`src/rtl/pirq_pkg.sv`:
```
package pirq_pkg;
    localparam int NLINES  = 4;
    localparam int ROUTE_W = 8;
    localparam int LANES   = 4;
    localparam int DATA_W  = LANES * 8;

    typedef logic [ROUTE_W-1:0]             route_t;
    typedef logic [NLINES-1:0][ROUTE_W-1:0] route_vec_t;

    localparam route_t ROUTE_RST = 8'h80;
endpackage

```
`src/rtl/pirq_route_regs.sv`:
```
module pirq_route_regs
    import pirq_pkg::*;
#(
    parameter logic [7:0] BASE = 8'h60
) (
    input  logic              clk,
    input  logic              rst,
    input  logic              wr_i,
    input  logic [7:0]        off_i,
    input  logic [DATA_W-1:0] wdata_i,
    input  logic [LANES-1:0]  be_i,
    output route_vec_t        route_d_o,
    output route_vec_t        route_q_o
);
    typedef struct packed {
        route_vec_t route;
    } regs_t;

    regs_t st_d, st_q;
    logic  hit;

    always_comb begin
        st_d = st_q;
        hit  = wr_i && ((off_i & 8'hFC) == (BASE & 8'hFC));
        for (int k = 0; k < NLINES; k++) begin
            if (hit && be_i[k]) begin
                st_d.route[k] = wdata_i[8*k +: 8];
            end
        end
        if (rst) begin
            for (int k = 0; k < NLINES; k++) begin
                st_d.route[k] = ROUTE_RST;
            end
        end
    end

    always_ff @(posedge clk) begin
        st_q <= st_d;
    end

    assign route_d_o = st_d.route;
    assign route_q_o = st_q.route;


    cfg_ignore_chk: assert property (@(posedge clk) disable iff (rst)
        (!rst && wr_i && ((off_i & 8'hFC) != (BASE & 8'hFC))) |=> $stable(route_q_o));


    route_rst_chk: assert property (@(posedge clk)
        rst |=> (route_q_o == {NLINES{ROUTE_RST}}));
endmodule

```
`src/rtl/pirq_level_map.sv`:
```
module pirq_level_map
    import pirq_pkg::*;
#(
    parameter int NOUT = 16
) (
    input  logic                   clk,
    input  logic                   rst,
    input  route_vec_t             route_i,
    input  logic [NLINES-1:0]      line_i,
    output logic [NOUT*NLINES-1:0] map_q_o
);
    localparam int OW    = $clog2(NOUT);
    localparam int MAP_W = NOUT * NLINES;

    typedef struct packed {
        logic [MAP_W-1:0] map;
    } lvl_t;

    lvl_t st_d, st_q;

    always_comb begin
        st_d.map = '0;
        for (int p = 0; p < NLINES; p++) begin
            if (route_i[p] < ROUTE_W'(NOUT)) begin
                st_d.map[int'(route_i[p][OW-1:0]) * NLINES + p] = line_i[p];
            end
        end
        if (rst) begin
            st_d.map = '0;
        end
    end

    always_ff @(posedge clk) begin
        st_q <= st_d;
    end

    assign map_q_o = st_q.map;


    map_rst_chk: assert property (@(posedge clk)
        rst |=> (map_q_o == '0));
endmodule

```
`src/rtl/pirq_or_reduce.sv`:
```
module pirq_or_reduce
    import pirq_pkg::*;
#(
    parameter int NOUT = 16
) (
    input  logic [NOUT*NLINES-1:0] map_i,
    output logic [NOUT-1:0]        irq_o
);
    for (genvar c = 0; c < NOUT; c++) begin : g_out
        assign irq_o[c] = |map_i[c*NLINES +: NLINES];
    end
endmodule

```
`src/rtl/pirq_swizzle.sv`:
```
module pirq_swizzle #(
    parameter int SLOT_W = 5
) (
    input  logic [1:0]        pin_i,
    input  logic [SLOT_W-1:0] slot_i,
    output logic [1:0]        line_o
);
    logic [SLOT_W+1:0] sum;

    always_comb begin
        sum    = (SLOT_W+2)'(pin_i) + (SLOT_W+2)'(slot_i) + (SLOT_W+2)'(3);
        line_o = 2'(sum);
    end
endmodule

```
`src/rtl/pirq_router.sv`:
```
module pirq_router
    import pirq_pkg::*;
#(
    parameter int         NUM_OUTS   = 16,
    parameter int         SLOT_W     = 5,
    parameter logic [7:0] ROUTE_BASE = 8'h60
) (
    input  logic                clk,
    input  logic                rst,
    input  logic [3:0]          pci_line_i,
    input  logic                cfg_wr_i,
    input  logic [7:0]          cfg_off_i,
    input  logic [31:0]         cfg_wdata_i,
    input  logic [3:0]          cfg_be_i,
    input  logic [1:0]          swz_pin_i,
    input  logic [SLOT_W-1:0]   swz_slot_i,
    output logic [1:0]          swz_line_o,
    output logic [NUM_OUTS-1:0] irq_o
);
    localparam int OW = $clog2(NUM_OUTS);

    route_vec_t                  route_d, route_q;
    logic [NUM_OUTS*NLINES-1:0]  map_q;

    pirq_route_regs #(.BASE(ROUTE_BASE)) u_regs (
        .clk       (clk),
        .rst       (rst),
        .wr_i      (cfg_wr_i),
        .off_i     (cfg_off_i),
        .wdata_i   (cfg_wdata_i),
        .be_i      (cfg_be_i),
        .route_d_o (route_d),
        .route_q_o (route_q)
    );

    pirq_level_map #(.NOUT(NUM_OUTS)) u_map (
        .clk     (clk),
        .rst     (rst),
        .route_i (route_d),
        .line_i  (pci_line_i),
        .map_q_o (map_q)
    );

    pirq_or_reduce #(.NOUT(NUM_OUTS)) u_or (
        .map_i (map_q),
        .irq_o (irq_o)
    );

    pirq_swizzle #(.SLOT_W(SLOT_W)) u_swz (
        .pin_i  (swz_pin_i),
        .slot_i (swz_slot_i),
        .line_o (swz_line_o)
    );


    off_route_chk: assert property (@(posedge clk) disable iff (rst)
        (route_d[0] >= 8'(NUM_OUTS) && route_d[1] >= 8'(NUM_OUTS) &&
         route_d[2] >= 8'(NUM_OUTS) && route_d[3] >= 8'(NUM_OUTS)) |=> (irq_o == '0));


    fanin_bound_chk: assert property (@(posedge clk) disable iff (rst)
        1'b1 |=> ($countones(irq_o) <= $countones($past(pci_line_i))));

    for (genvar p = 0; p < NLINES; p++) begin : g_trk

        line_track_chk: assert property (@(posedge clk) disable iff (rst)
            (!cfg_wr_i && route_q[p] < 8'(NUM_OUTS) && pci_line_i[p])
            |=> irq_o[$past(route_q[p][OW-1:0])]);
    end
endmodule

```
`config.mk`:
```
export PLATFORM = sky130hd
export DESIGN_NAME = pirq_router
export DESIGN_NICKNAME = d
export VERILOG_FILES = /design/src/rtl/pirq_pkg.sv /design/src/rtl/pirq_route_regs.sv /design/src/rtl/pirq_level_map.sv /design/src/rtl/pirq_or_reduce.sv /design/src/rtl/pirq_swizzle.sv /design/src/rtl/pirq_router.sv
export SDC_FILE = /design/constraint.sdc
export NUM_CORES = 1
export LEC_CHECK = 0
export BUFFER_PORTS_ARGS = -buffer_cell sky130_fd_sc_hd__buf_2
export CAP_MARGIN = 20
export CORE_UTILIZATION = 40
export CTS_CLUSTER_DIAMETER = 100
export DETAILED_ROUTE_END_ITERATION = 6
export PLACE_DENSITY = 0.6
export SETUP_SLACK_MARGIN = 0.02
export SLEW_MARGIN = 20
export SYNTH_ARGS = -nofsm -noshare
export SYNTH_HDL_FRONTEND = slang
export SYNTH_SLANG_ARGS = --single-unit
```
`constraint.sdc`:
```
create_clock -name clk -period 1.76 [get_ports clk]
set_input_delay 0.176 -clock clk [delete_from_list [all_inputs] [get_ports clk]]
set_output_delay 0.176 -clock clk [all_outputs]
set_load 0.005 [all_outputs]
```
---- Yosys cells after proc, flatten, opt, wreduce, memory -nomap -nowiden ----
Cells that the tools add are included.
storage, ports and cells
  register bits after elaboration ......... 96
  output and inout bits ................... 18
cells by class
  add/sub/neg operators ................... 5
  order comparisons ....................... 12
  equal/unequal tests ..................... 1
  mux-type cells .......................... 20
  bitwise operators ....................... 1
  reduce and logical (&&, ||, !) cells .... 25
operators by type and width
  kind                                                  count
  2-to-1 mux 64 bit                                     4
  bitwise mux 64 bit                                    3
  >= comparator 32 x 1 -> 1 bit, second input constant  3
  < comparator 32 x 8 -> 1 bit, second input constant   3
  bitwise AND 64 x 61 -> 64 bit                         1
  OR reduction 4 bit                                    16
  < comparator 8 x 5 -> 1 bit, second input constant    4
  2-to-1 mux 32 bit                                     1
  2-to-1 mux 8 bit                                      4
  demux 1 bit (select 6 bit)                            3
  adder 6 x 2 -> 7 bit, second input constant           2
  logical AND 1 bit                                     9
  adder 6 x 1 -> 7 bit, second input constant           1
  < comparator 6 x 7 -> 1 bit, second input constant    1
  equality test 6 x 5 -> 1 bit, second input constant   1
  >= comparator 6 x 1 -> 1 bit, second input constant   1
  demux 1 bit (select 4 bit)                            1
  2-to-1 mux 1 bit                                      4
  adder 2 bit                                           1
  adder 2 bit, second input constant                    1

---- Logic depth before layout (Yosys ltp) ----
Gate-level depths: netlist (run 1).
  word-level depth ........................ 17
  depth in mapped cells ................... 7
  gate-level depth less buffers ........... 7

---- Hierarchy ----
A second synthesis (run 1) with hierarchy kept.
second synthesis, totals
  cells, all modules ...................... 344
  area, all modules ....................... 3492.1 µm²
by module, submodules not included
  module           instances  cells an instance  area an instance (µm²)  sequential area each (µm²)
  pirq_level_map   1          171                1948.1                  1281.2
  pirq_route_regs  1          152                1376.3                  640.6
  pirq_or_reduce   1          16                 120.1                   0.0
  pirq_swizzle     1          5                  47.5                    0.0

---- Worst setup path after synthesis (run 1) ----
No wires, ideal clock.
  kind .................................... input to register
  from .................................... input port cfg_off_i[7]
  to ...................................... register u_map.st_q (netlist bit u_map.map_q_o[0])
  library setup time ...................... 0.078 ns
  arrival time ............................ 1.647 ns
  required time ........................... 1.682 ns
  setup slack ............................. 0.035 ns
  cell stages on the path ................. 6
  path buffers ............................ 1
  path through ............................ nor4b_4 > and2_4 > buf_12 > mux2i_2 > nand3_1 > nor3_1
on the way
  cells in the longest elaborated chain, start to end .. 17
  elaborated cells between the ends (all ways) .. 46
RTL lines
  what                                                                                    line                   source
  from (decl)                                                                             pirq_router.sv:12      input logic [7:0] cfg_off_i,
  equality test 6 x 5 -> 1 bit *                                                          pirq_route_regs.sv:24  hit = wr_i && ((off_i & 8'hFC) == (BASE & 8'hFC));
  logical AND 1 bit *                                                                     pirq_route_regs.sv:24
  logical AND 1 bit                                                                       pirq_route_regs.sv:26  if (hit && be_i[k]) begin
  2-to-1 mux 8 bit                                                                        pirq_route_regs.sv:26
  2-to-1 mux 32 bit *                                                                     pirq_route_regs.sv:30  if (rst) begin
  parallel branches: the longest is 11 deep, another holds >= comparator 32 x 1 -> 1 bit  --
  2-to-1 mux 64 bit *                                                                     pirq_level_map.sv:24   if (route_i[p] < ROUTE_W'(NOUT)) begin
  to (signal assigned)                                                                    pirq_level_map.sv:34   st_q <= st_d;
  to (decl)                                                                               pirq_level_map.sv:19   lvl_t st_d, st_q;
Every way passes the cells marked *.
A chain may end at the register's enable or synchronous reset.

---- Final worst setup path (run 1) ----
  from .................................... register u_map.st_q (netlist bit u_map.map_q_o[13])
  to ...................................... output port irq_o[3]
on the way
  cells in the longest elaborated chain, start to end .. 1
RTL lines
  what                line                  source
  OR reduction 4 bit  pirq_or_reduce.sv:10  assign irq_o[c] = |map_i[c*NLINES +: NLINES];
  to (decl)           pirq_router.sv:18     output logic [NUM_OUTS-1:0] irq_o
Every way passes these cells.

==> results.md, run 1 <==
* Critical path class: register to primary output
* Width of the die at 100.9 um
* Synth top area share at 49.10%
* Critical Path Sink Type: primary output
* Clk_skew at approximately 0.011 ns
* Pleak at between 2 and 2.5 nW
* Hold-fix buffer count after cts at 0
* Syn Nets at 485
* CP required at ~1.6 ns
* Overall routing resource usage at about a fifth
* Clock sinks at 96
* Final wirelength at 9278 um
* Vias in the first global route at 3,128
* Clk slew on worst S/H paths at 0.09 ns
* FFs w/ async S/R, synth at 0%
* First-pass GRT wire length at 15,240 um
* Layout Utilization at 52.19%
* Share of layout cells above drive strength 1 at 28.55%
* Synthesized area at between 3000 and 4000 um^2
* Part of the Yosys area used for sequential elements at about half
* CTS max path bufs at 2
* Syn_area_per_cell at between 9 and 10 um^2
* Number of CTS-inserted buffers at 9
* Yosys reg bits at 96
* Worst Reg-to-Reg Cells at 5
* Number of DRC markers in iteration 0 at 100
* CP max FO at 1
* Clock latency at the later pin of the worst-skew pair at ~0.36 ns
* Unrepaired setup endpoints after global routing: false
* CTS Root Cell: clkbuf_8
* Hold path depth at 3
* Final ANT Viol Nets at 0
* Pre-Repair DR Iteration Count at 4
* Max-cap violations at 0
* Max IR drop VDD at roughly 0.0004 V
* Vias at between 3,000 and 4,000
* Crit path arrival time at approximately 1.4 ns
* H-tree level count at 3
* ANT cells at 0
* Rel. slew slack at a little over half
* Initial core utilization at between 40% and 50%
* Grt ovf at 0
* Yosys cell types at 56
* Setup Viol. Count Final at 0
* Post-synthesis cell count at 426
* Core Rows at 35
* Crit path launch type: register
* Min Tclk post-route at ~1.6 ns
* Synth top area cells: dfxtp_1, nor2_1, mux2i_1
* Slew @ Worst Pin at around 0.69 ns
* Worst hold path type: primary input to register
* Status: finished clean
* TritonCTS clock tree: built
* DR vias/cell at 4.991
* Area leader, netlist: dfxtp_1
* Largest net degree at the start of global routing at 19
* I/O pin count at 76
* Die height at between 100 and 150 um
* HPWL Detailed at 7522 um
* Die area at approximately 10,000 um^2
* Synthesis-to-layout area growth at 24.97%
* EDFF count, synth at 0
* CORE AREA at roughly 9400 um^2
* Initial antenna violation count at 0
* Nets at ~600
* Warnings from Yosys at 0
* Input/output buffers at 70
* Fmax at 635.0 MHz
* Final Hold Viols at 0
* Fin crit share at about 90%
* RD Place Congestion at 0.7999
* # DRC at 0
* Average routed wire per standard cell at about 14 um
* Most used DFF post-synth: dfxtp_1
* Layout Cells excl Fill at 672
* Placed insts at 655
* Power density over the cells at 755.4 nW/um^2
* Max Slew Vio Count at 0
## cell usage in the layout (no fill, tap or decap), types with 6 or more instances in the layout
master / synthesis / layout
nor2_1: 79 / 79
nor4_1: 8 / 8
nor3b_1: 7 / 7
mux2_2: 6 / 6
clkbuf_8: 0 / 9
mux2i_1: 26 / 26
inv_1: 9 / 9
nand2_1: 36 / 36
buf_4: 1 / 45
or4_1: 20 / 20
nor3_1: 25 / 24
nand3_1: 12 / 12
a21oi_1: 10 / 10
dfxtp_1: 96 / 96
buf_2: 5 / 70
## registers in the layout (all words and copies together) (netlist names)
| register | count |
|---|---|
| u_map.map_q_o | 64 |
| u_regs.route_q_o | 32 |
## logic make-up after synthesis
kind of cell,after synthesis,share of synthesized area [%]
compound gates,38,6.586
xor+xnor,2,0.4477
fa+ha+maj,1,0.3196
buf+inv,27,3.453
flops,96,49.10
mux,33,8.727
simple gates,229,31.36
## layer usage
layer / track usage [%] / up-vias / wire length (um)
met5: 0 / - / 0
met4: 7.023 / 0 / 144
met3: 3.467 / 10 / 415
met2: 31.19 / 63 / 4263
met1: 26.87 / 1545 / 4455
li1: - / 1736 / -
## final timing paths
| kind | from | endpoint | slack [ns] |
|---|---|---|---|
| setup / recovery | u_map.map_q_o[13]$_SDFF_PP0_ | irq_o[3] | 0.19 |
| hold / removal | cfg_wdata_i[7] | u_regs.route_q_o[7]$_DFF_P_ | 0.06 |
| setup reg to reg | u_regs.route_q_o[15]$_DFF_P_ | u_map.map_q_o[17]$_SDFF_PP0_ | 0.23 |
| hold reg to reg | u_regs.route_q_o[7]$_DFF_P_ | u_regs.route_q_o[7]$_DFF_P_ | 0.49 |
## cell usage after synthesis (4+ instances only)
cell	instances
clkbuf_1	6
nor2b_1	4
nand2b_1	4
dfxtp_1	96
nor3_1	25
mux2_2	6
and3_1	5
and4b_1	4
a21oi_1	10
a31oi_1	5
nor4_1	8
o21ai_0	5
and3b_1	4
or4_1	20
mux2i_1	26
nand3_1	12
nor2_1	79
nor3b_1	7
inv_1	9
buf_2	5
nand2_1	36
## stage by stage
step	TNS [ns]	power (mW)	setup slack (ns)	hold WS [ns]	area (um^2)
after floorplan	0	2.297	0.03466	0.3011	3914
after global placement	-9.104	2.423	-0.3161	0.4138	4702
after detailed placement	-8.956	2.427	-0.2846	0.4251	4702
after CTS	0	3.741	0.08842	0.04258	4878
after global routing	0	3.841	0.02646	0.04280	4891
final	0	3.695	0.1851	0.05595	4891
## power breakdown
group / internal [mW] / switching (mW)
combinational: 0.0943 / 0.108
clock: 0.535 / 0.783
sequential: 2.17 / 0.00149
## critical path, cell delays in order, from the launching register on
cell	delay, ns
dfxtp_1	0.32
or4_1	0.57
buf_2	0.16
## timing repair
| item | CTS | global route |
|---|---|---|
| setup endpoints to repair | 0 | 4 |
| gates resized for setup | 0 | 1 |
| buffers inserted | 0 | 1 |
| endpoints found under the hold margin | 0 | 0 |
## layout make-up
class                           count  area (um^2)
Fill cell                         929         4481
Multi-Input combinational cell    303         1862
Tap cell                          129        161.4
Clock inverter                      6        48.80
Timing Repair Buffer              117        728.2
Sequential cell                    96         1922
Inverter                           11        41.29
Clock buffer                       10        127.6
(Power assumes the default switching activity.)
==> run 2: changes to the inputs <==
--- a/config.mk
+++ b/config.mk
@@ -7,10 +7,12 @@
 export LEC_CHECK = 0
 export BUFFER_PORTS_ARGS = -buffer_cell sky130_fd_sc_hd__buf_2
 export CAP_MARGIN = 20
-export CORE_UTILIZATION = 40
+export CELL_PAD_IN_SITES_DETAIL_PLACEMENT = 2
+export CELL_PAD_IN_SITES_GLOBAL_PLACEMENT = 2
+export CORE_UTILIZATION = 30
 export CTS_CLUSTER_DIAMETER = 100
 export DETAILED_ROUTE_END_ITERATION = 6
-export PLACE_DENSITY = 0.6
+export PLACE_DENSITY = 0.72
 export SETUP_SLACK_MARGIN = 0.02
 export SLEW_MARGIN = 20
 export SYNTH_ARGS = -nofsm -noshare
==> run 2 against run 1 <==
Against the previous run: final cell count is 7.1% higher; register-to-register slack worse by 0.06 ns; via count is 6.3% higher; first-iteration DRC count is 15% higher; flip-flop and latch count stayed put; global-route usage is 0.62 points higher; clock skew is 0.0014 ns lower; critical path type is now primary input to register; largest cell class unchanged.
==> results.md, run 2 (synthesized netlist as in run 1, its figures left out) <==
* Status: finished clean
* Number of CTS-inserted buffers at 9
* Fin crit share at ~94%
* Worst R2R End: u_map.map_q_o[53]$_SDFF_PP0_
* Final ANT Viol Nets at 0
* Max IR drop VDD at between 0.0004 and 0.0005 V
* First-pass GRT wire length at 20,500 um
* Initial core utilization at between 30% and 40%
* Critical path class: primary input to register
* DR vias/cell at around 5
* Clk_skew at around 0.010 ns
* HPWL Detailed at 10,040 um
* Largest net degree at the start of global routing at 18
* Min Tclk post-route at approximately 1.7 ns
* Average routed wire per standard cell at approximately 18 um
* Slew @ Worst Pin at around 0.71 ns
* Switching Fraction at ~22%
* Worst Reg-to-Reg Cells at 5
* Clk slew on worst S/H paths at around 0.070 ns
* Nets at about 600
* Unrepaired setup endpoints after global routing: false
* Int Pwr at approximately 3.4 mW
* Vias at ~3,600
* Grt ovf at 0
* Pre-Repair DR Iteration Count at 4
* Initial antenna violation count at 0
* Crit path arrival time at 1.93 ns
* ANT cells at 0
* Rel. slew slack at between 50% and 60%
* CTS Root Cell: clkbuf_16
* Overall routing resource usage at about a fifth
* Layout Cells excl Fill at 720
* CTS max path bufs at 2
* Share of layout cells above drive strength 1 at between 30% and 40%
* Number of DRC markers in iteration 0 at approximately 120
* H-tree level count at 3
* Hold-fix buffer count after cts at 0
* RR Startpoint: u_regs.route_q_o[15]$_DFF_P_
* Input/output buffers at 70
* Overall power at 4.393 mW
* Setup Viol. Count Final at 0
* R2R Setup Slk at ~0.17 ns
* Combinational share of power at roughly 5%
* HP Start: cfg_wdata_i[22]
* Critical Path Sink Type: register
* TritonCTS clock tree: built
* Die area at approximately 14,000 um^2
* RD Place Congestion at 0.7588
* Placed insts at approximately 700
* Final wirelength at between 10,000 and 15,000 um
* Pleak at roughly 2.2 nW
* # DRC at 0
* Sw power at about 1 mW
* Vias in the first global route at 3,816
* Worst hold path type: primary input to register
* CORE AREA at around 13,000 um^2
* Hold path depth at 3
* Largest register FFs at between 60 and 70
* Clk network pwr share at between 40% and 50%
* I/O pin count at 76
* Power density over the cells at 857.1 nW/um^2
* Hold path endpoint: u_regs.route_q_o[22]$_DFF_P_
* Fmax at between 600 and 700 MHz
* Register share of total power at between 40% and 50%
* Most frequent cells in the layout: dfxtp_1, nor2_1, buf_2
* Synthesis-to-layout area growth at 30.95%
* Clock sinks at 96
* Width of the die at between 100 and 150 um
* Max Slew Vio Count at 0
* Die height at 116.2 um
* Leading cell type in the layout, fill and taps excluded: dfxtp_1
* Crit path launch type: primary input
* CP max FO at 5
* WHS at about 0.075 ns
* Final Hold Viols at 0
* Core Rows at 41
* CP required at a little over 2 ns
* Clock latency at the later pin of the worst-skew pair at around 0.35 ns
* Max-cap violations at 0
## run 2: cell types whose count changed in the layout (fill, tap and decap cells not counted), sizes merged
cell,previous run,this run
bufinv,0,1
inv,15,12
buf,117,122
clkinvlp,0,2
## run 2: worst max path at each step
stage / end / cells after the start / startpoint / slack [ns]
3_3_place_gp: u_map.map_q_o[12]$_SDFF_PP0_ / 9 / cfg_off_i[7] / -0.29
5_1_grt: u_map.map_q_o[12]$_SDFF_PP0_ / 10 / cfg_off_i[7] / 0.02
6_report: u_map.map_q_o[12]$_SDFF_PP0_ / 10 / cfg_off_i[7] / 0.10
4_1_cts: u_map.map_q_o[4]$_SDFF_PP0_ / 9 / cfg_off_i[7] / 0.002
2_1_floorplan: u_map.map_q_o[0]$_SDFF_PP0_ / 6 / cfg_off_i[7] / 0.03
3_5_place_dp: u_map.map_q_o[12]$_SDFF_PP0_ / 9 / cfg_off_i[7] / -0.39
## run 2: layout make-up
| class | count | area, um^2 |
|---|---|---|
| clock inverters | 6 | 67.56 |
| flip-flops and latches | 96 | 1922 |
| multi-input cells | 303 | 1883 |
| repair buffers | 122 | 757.0 |
| clock buffers | 10 | 239.0 |
| inverters | 11 | 41.29 |
| fillers | 1417 | 7546 |
| well taps | 172 | 215.2 |
## run 2: power groups by stage
stage | Sequential (mW) | Combinational (mW) | Clock, mW
finish | 2.17 | 0.216 | 2.00
detailed placement | 2.22 | 0.215 | 0
CTS | 2.17 | 0.217 | 2.04
global placement | 2.22 | 0.206 | 0
floorplan | 2.22 | 0.0735 | 0
global route | 2.17 | 0.235 | 2.13
## run 2: critical path, cell delays in order
cell and delay (ns):
buf_2 0.12, nor4b_4 0.29, buf_6 0.17, buf_4 0.13
and2_4 0.18, mux2_2 0.37, inv_1 0.11, nand3b_1 0.09
buf_4 0.17, nor2_2 0.12
## run 2: stage by stage
| stage | setup TNS, ns | setup slack (ns) | utilization [%] | instance area (um^2) |
|---|---|---|---|---|
| after floorplan | 0 | 0.03466 | - | 3914 |
| after global placement | -4.300 | -0.2939 | 37.73 | 4781 |
| after detailed placement | -6.801 | -0.3862 | 37.73 | 4781 |
| after CTS | 0 | 0.001616 | 40.21 | 5095 |
| after global routing | 0 | 0.01731 | 40.45 | 5125 |
| final | 0 | 0.1029 | 40.45 | 5125 |
## run 2: timing repair
item / 4_1_cts / 5_1_grt
gates resized for setup: 2 / 5
setup buffers: 0 / 1
pin swaps: 1 / 1
endpoints found under the setup margin: 3 / 5
## run 2: routing by layer
metal  GRT usage (%)  wire length, um
met4           5.385              125
met3           3.217              312
met5               0                0
met2           34.20             6253
met1           26.94             6150
==> run 3: changes to the inputs <==
--- a/config.mk
+++ b/config.mk
@@ -5,14 +5,14 @@
 export SDC_FILE = /design/constraint.sdc
 export NUM_CORES = 1
 export LEC_CHECK = 0
-export BUFFER_PORTS_ARGS = -buffer_cell sky130_fd_sc_hd__buf_2
 export CAP_MARGIN = 20
 export CELL_PAD_IN_SITES_DETAIL_PLACEMENT = 2
 export CELL_PAD_IN_SITES_GLOBAL_PLACEMENT = 2
-export CORE_UTILIZATION = 30
+export CORE_UTILIZATION = 34
 export CTS_CLUSTER_DIAMETER = 100
 export DETAILED_ROUTE_END_ITERATION = 6
-export PLACE_DENSITY = 0.72
+export DONT_BUFFER_PORTS = 1
+export PLACE_DENSITY = 0.71
 export SETUP_SLACK_MARGIN = 0.02
 export SLEW_MARGIN = 20
 export SYNTH_ARGS = -nofsm -noshare
==> run 3 against run 2 <==
Against the previous run: utilization up 3.7 points; critical path depth down 5; via count down 6.0%; die area down 12%; final cell count down 13%; final area down 5.0%; register-to-register slack about the same; maximum frequency up 3.3%; largest cell class unchanged.
==> results.md, run 3 (synthesized netlist as in run 1, its figures left out) <==
* Number of CTS-inserted buffers at 9
* Die area at around 12,000 um^2
* I/O pin count at 76
* Place WS at -0.06242 ns
* CORE AREA at ~11,000 um^2
* Clk network pwr share at between 40% and 50%
* Power density over the cells at ~890 nW/um^2
* Initial core utilization at a little over a third
* Clk_skew at between 0.007 and 0.008 ns
* Max-cap violations at 0
* Vias in the first global route at ~3,700
* Vias at ~3,400
* HPWL Detailed at 9065 um
* Nets at between 500 and 600
* Max IR drop VDD at roughly 0.00055 V
* Post-CTS Resized at 0
* Setup TNS at 0 ns
* Largest net degree at the start of global routing at 32
* Clk slew on worst S/H paths at 0.06 ns
* Rel. slew slack at between 50% and 60%
* Sw power at 0.8610 mW
* DR vias/cell at roughly 5.3
* Crit path launch type: register
* Fill count at around 1,200
* Leading cell type in the layout, fill and taps excluded: dfxtp_1
* Final wirelength at ~12,000 um
* Pleak at 1.975 nW
* TritonCTS clock tree: built
* Status: finished clean
* CTS max path bufs at 2
* RD Place Congestion at between 0.7 and 0.8
* Critical path class: register to register
* Min Tclk post-route at between 1.5 and 2 ns
* First-pass GRT wire length at between 15,000 and 20,000 um
* ANT cells at 0
* Placed insts at 587
* Clock sinks at 96
* Switching Fraction at around a fifth
* Register area at ~1900 um^2
* Critical Path Sink Type: register
* Crit path arrival time at roughly 1.9 ns
* Input/output buffers at 0
* WHS at roughly 0.019 ns
* Layout Utilization at 44.12%
* Combinational share of power at ~3.1%
* Synthesis-to-layout area growth at 24.36%
* Setup Viol. Count Final at 0
* Worst hold path type: primary input to register
* Clock latency at the later pin of the worst-skew pair at ~0.34 ns
* Core Rows at 38
* Fin crit share at between 90% and 100%
* # DRC at 0
* CP max FO at 3
* Final ANT Viol Nets at 0
* Layout Cells excl Fill at roughly 630
* Max Slew Vio Count at 0
* Final Worst Setup Slack at roughly 0.16 ns
* Fmax at just over 600 MHz
* Slew @ Worst Pin at 0.6936 ns
* Multi-input gate area at ~1900 um^2
* Overall routing resource usage at ~22%
* Unrepaired setup endpoints after global routing: false
* Grt ovf at 0
* Number of DRC markers in iteration 0 at 75
* Initial antenna violation count at 0
* Pre-Repair DR Iteration Count at 4
* Register share of total power at around 50%
* CTS Root Cell: clkbuf_16
* H-tree level count at 3
* Share of layout cells above drive strength 1 at approximately 15%
* Largest register FFs at between 60 and 70
* CP required at a little over 2 ns
* Width of the die at approximately 110 um
* Final Hold Viols at 0
* Die height at between 100 and 150 um
* Most frequent cells in the layout: dfxtp_1, nor2_1, nand2_1
* Average routed wire per standard cell at 19.67 um
* Int Pwr at between 3 and 4 mW
[run 3: changes by cell type in the layout (fill, tap and decap cells not counted), sizes merged]
cell         delta
buf            -84
clkinv          -2
inv             -1
dlygate4sd3    +26
bufinv          +1
clkbuf          +2
clkinvlp        -1
[run 3: timing repair]
action                                  4_1_cts  5_1_grt
endpoints found under the hold margin        28        0
buffers inserted                              0        0
endpoints found under the setup margin        0        0
hold buffers                                 27        0
[run 3: layer usage]
metal	vias up	wire (um)	global-route usage (%)
met2	57	6316	40.61
met4	0	162	6.190
met1	1653	5371	26.20
met3	13	524	5.453
met5	-	0	0
li1	1628	-	-
[run 3: power groups by stage]
stage,Combinational (mW),Sequential (mW),Clock (mW)
global route,0.149,2.17,2.15
CTS,0.138,2.17,2.08
floorplan,0.0735,2.22,0
detailed placement,0.0788,2.22,0
finish,0.137,2.18,2.04
global placement,0.0755,2.22,0
[run 3: area by class of cell]
type | instances | share of cell area [%]
Tap cell | 140 | 3.599
Clock inverter | 3 | 1.388
Sequential cell | 96 | 39.49
Clock buffer | 12 | 4.859
Inverter | 11 | 0.8483
Timing Repair Buffer | 64 | 11.67
Multi-Input combinational cell | 303 | 38.15
[run 3: through the flow]
stage                     total power, mW  cell area [um^2]
final                               4.349              4867
after global routing                4.478              4867
after CTS                           4.397              4872
after detailed placement            2.303              4298
after global placement              2.300              4298
after floorplan                     2.297              3914
[run 3: path summary, 6_finish.rpt]
path	endpoint	depth (start not counted)	slack, ns	startpoint
max	u_map.map_q_o[37]$_SDFF_PP0_	5	0.16	u_regs.route_q_o[15]$_DFF_P_
min	u_regs.route_q_o[1]$_DFF_P_	1	0.02	cfg_wdata_i[1]
max reg2reg	u_map.map_q_o[37]$_SDFF_PP0_	5	0.16	u_regs.route_q_o[15]$_DFF_P_
min reg2reg	u_regs.route_q_o[30]$_DFF_P_	2	0.50	u_regs.route_q_o[30]$_DFF_P_
[run 3: worst max-delay path, stage by stage, from the launching register on]
cell and delay (ns):
dfxtp_1 0.32, or4_1 0.54, nor2_1 0.13, mux2_2 0.20, nand2_1 0.15, nor2_1 0.18
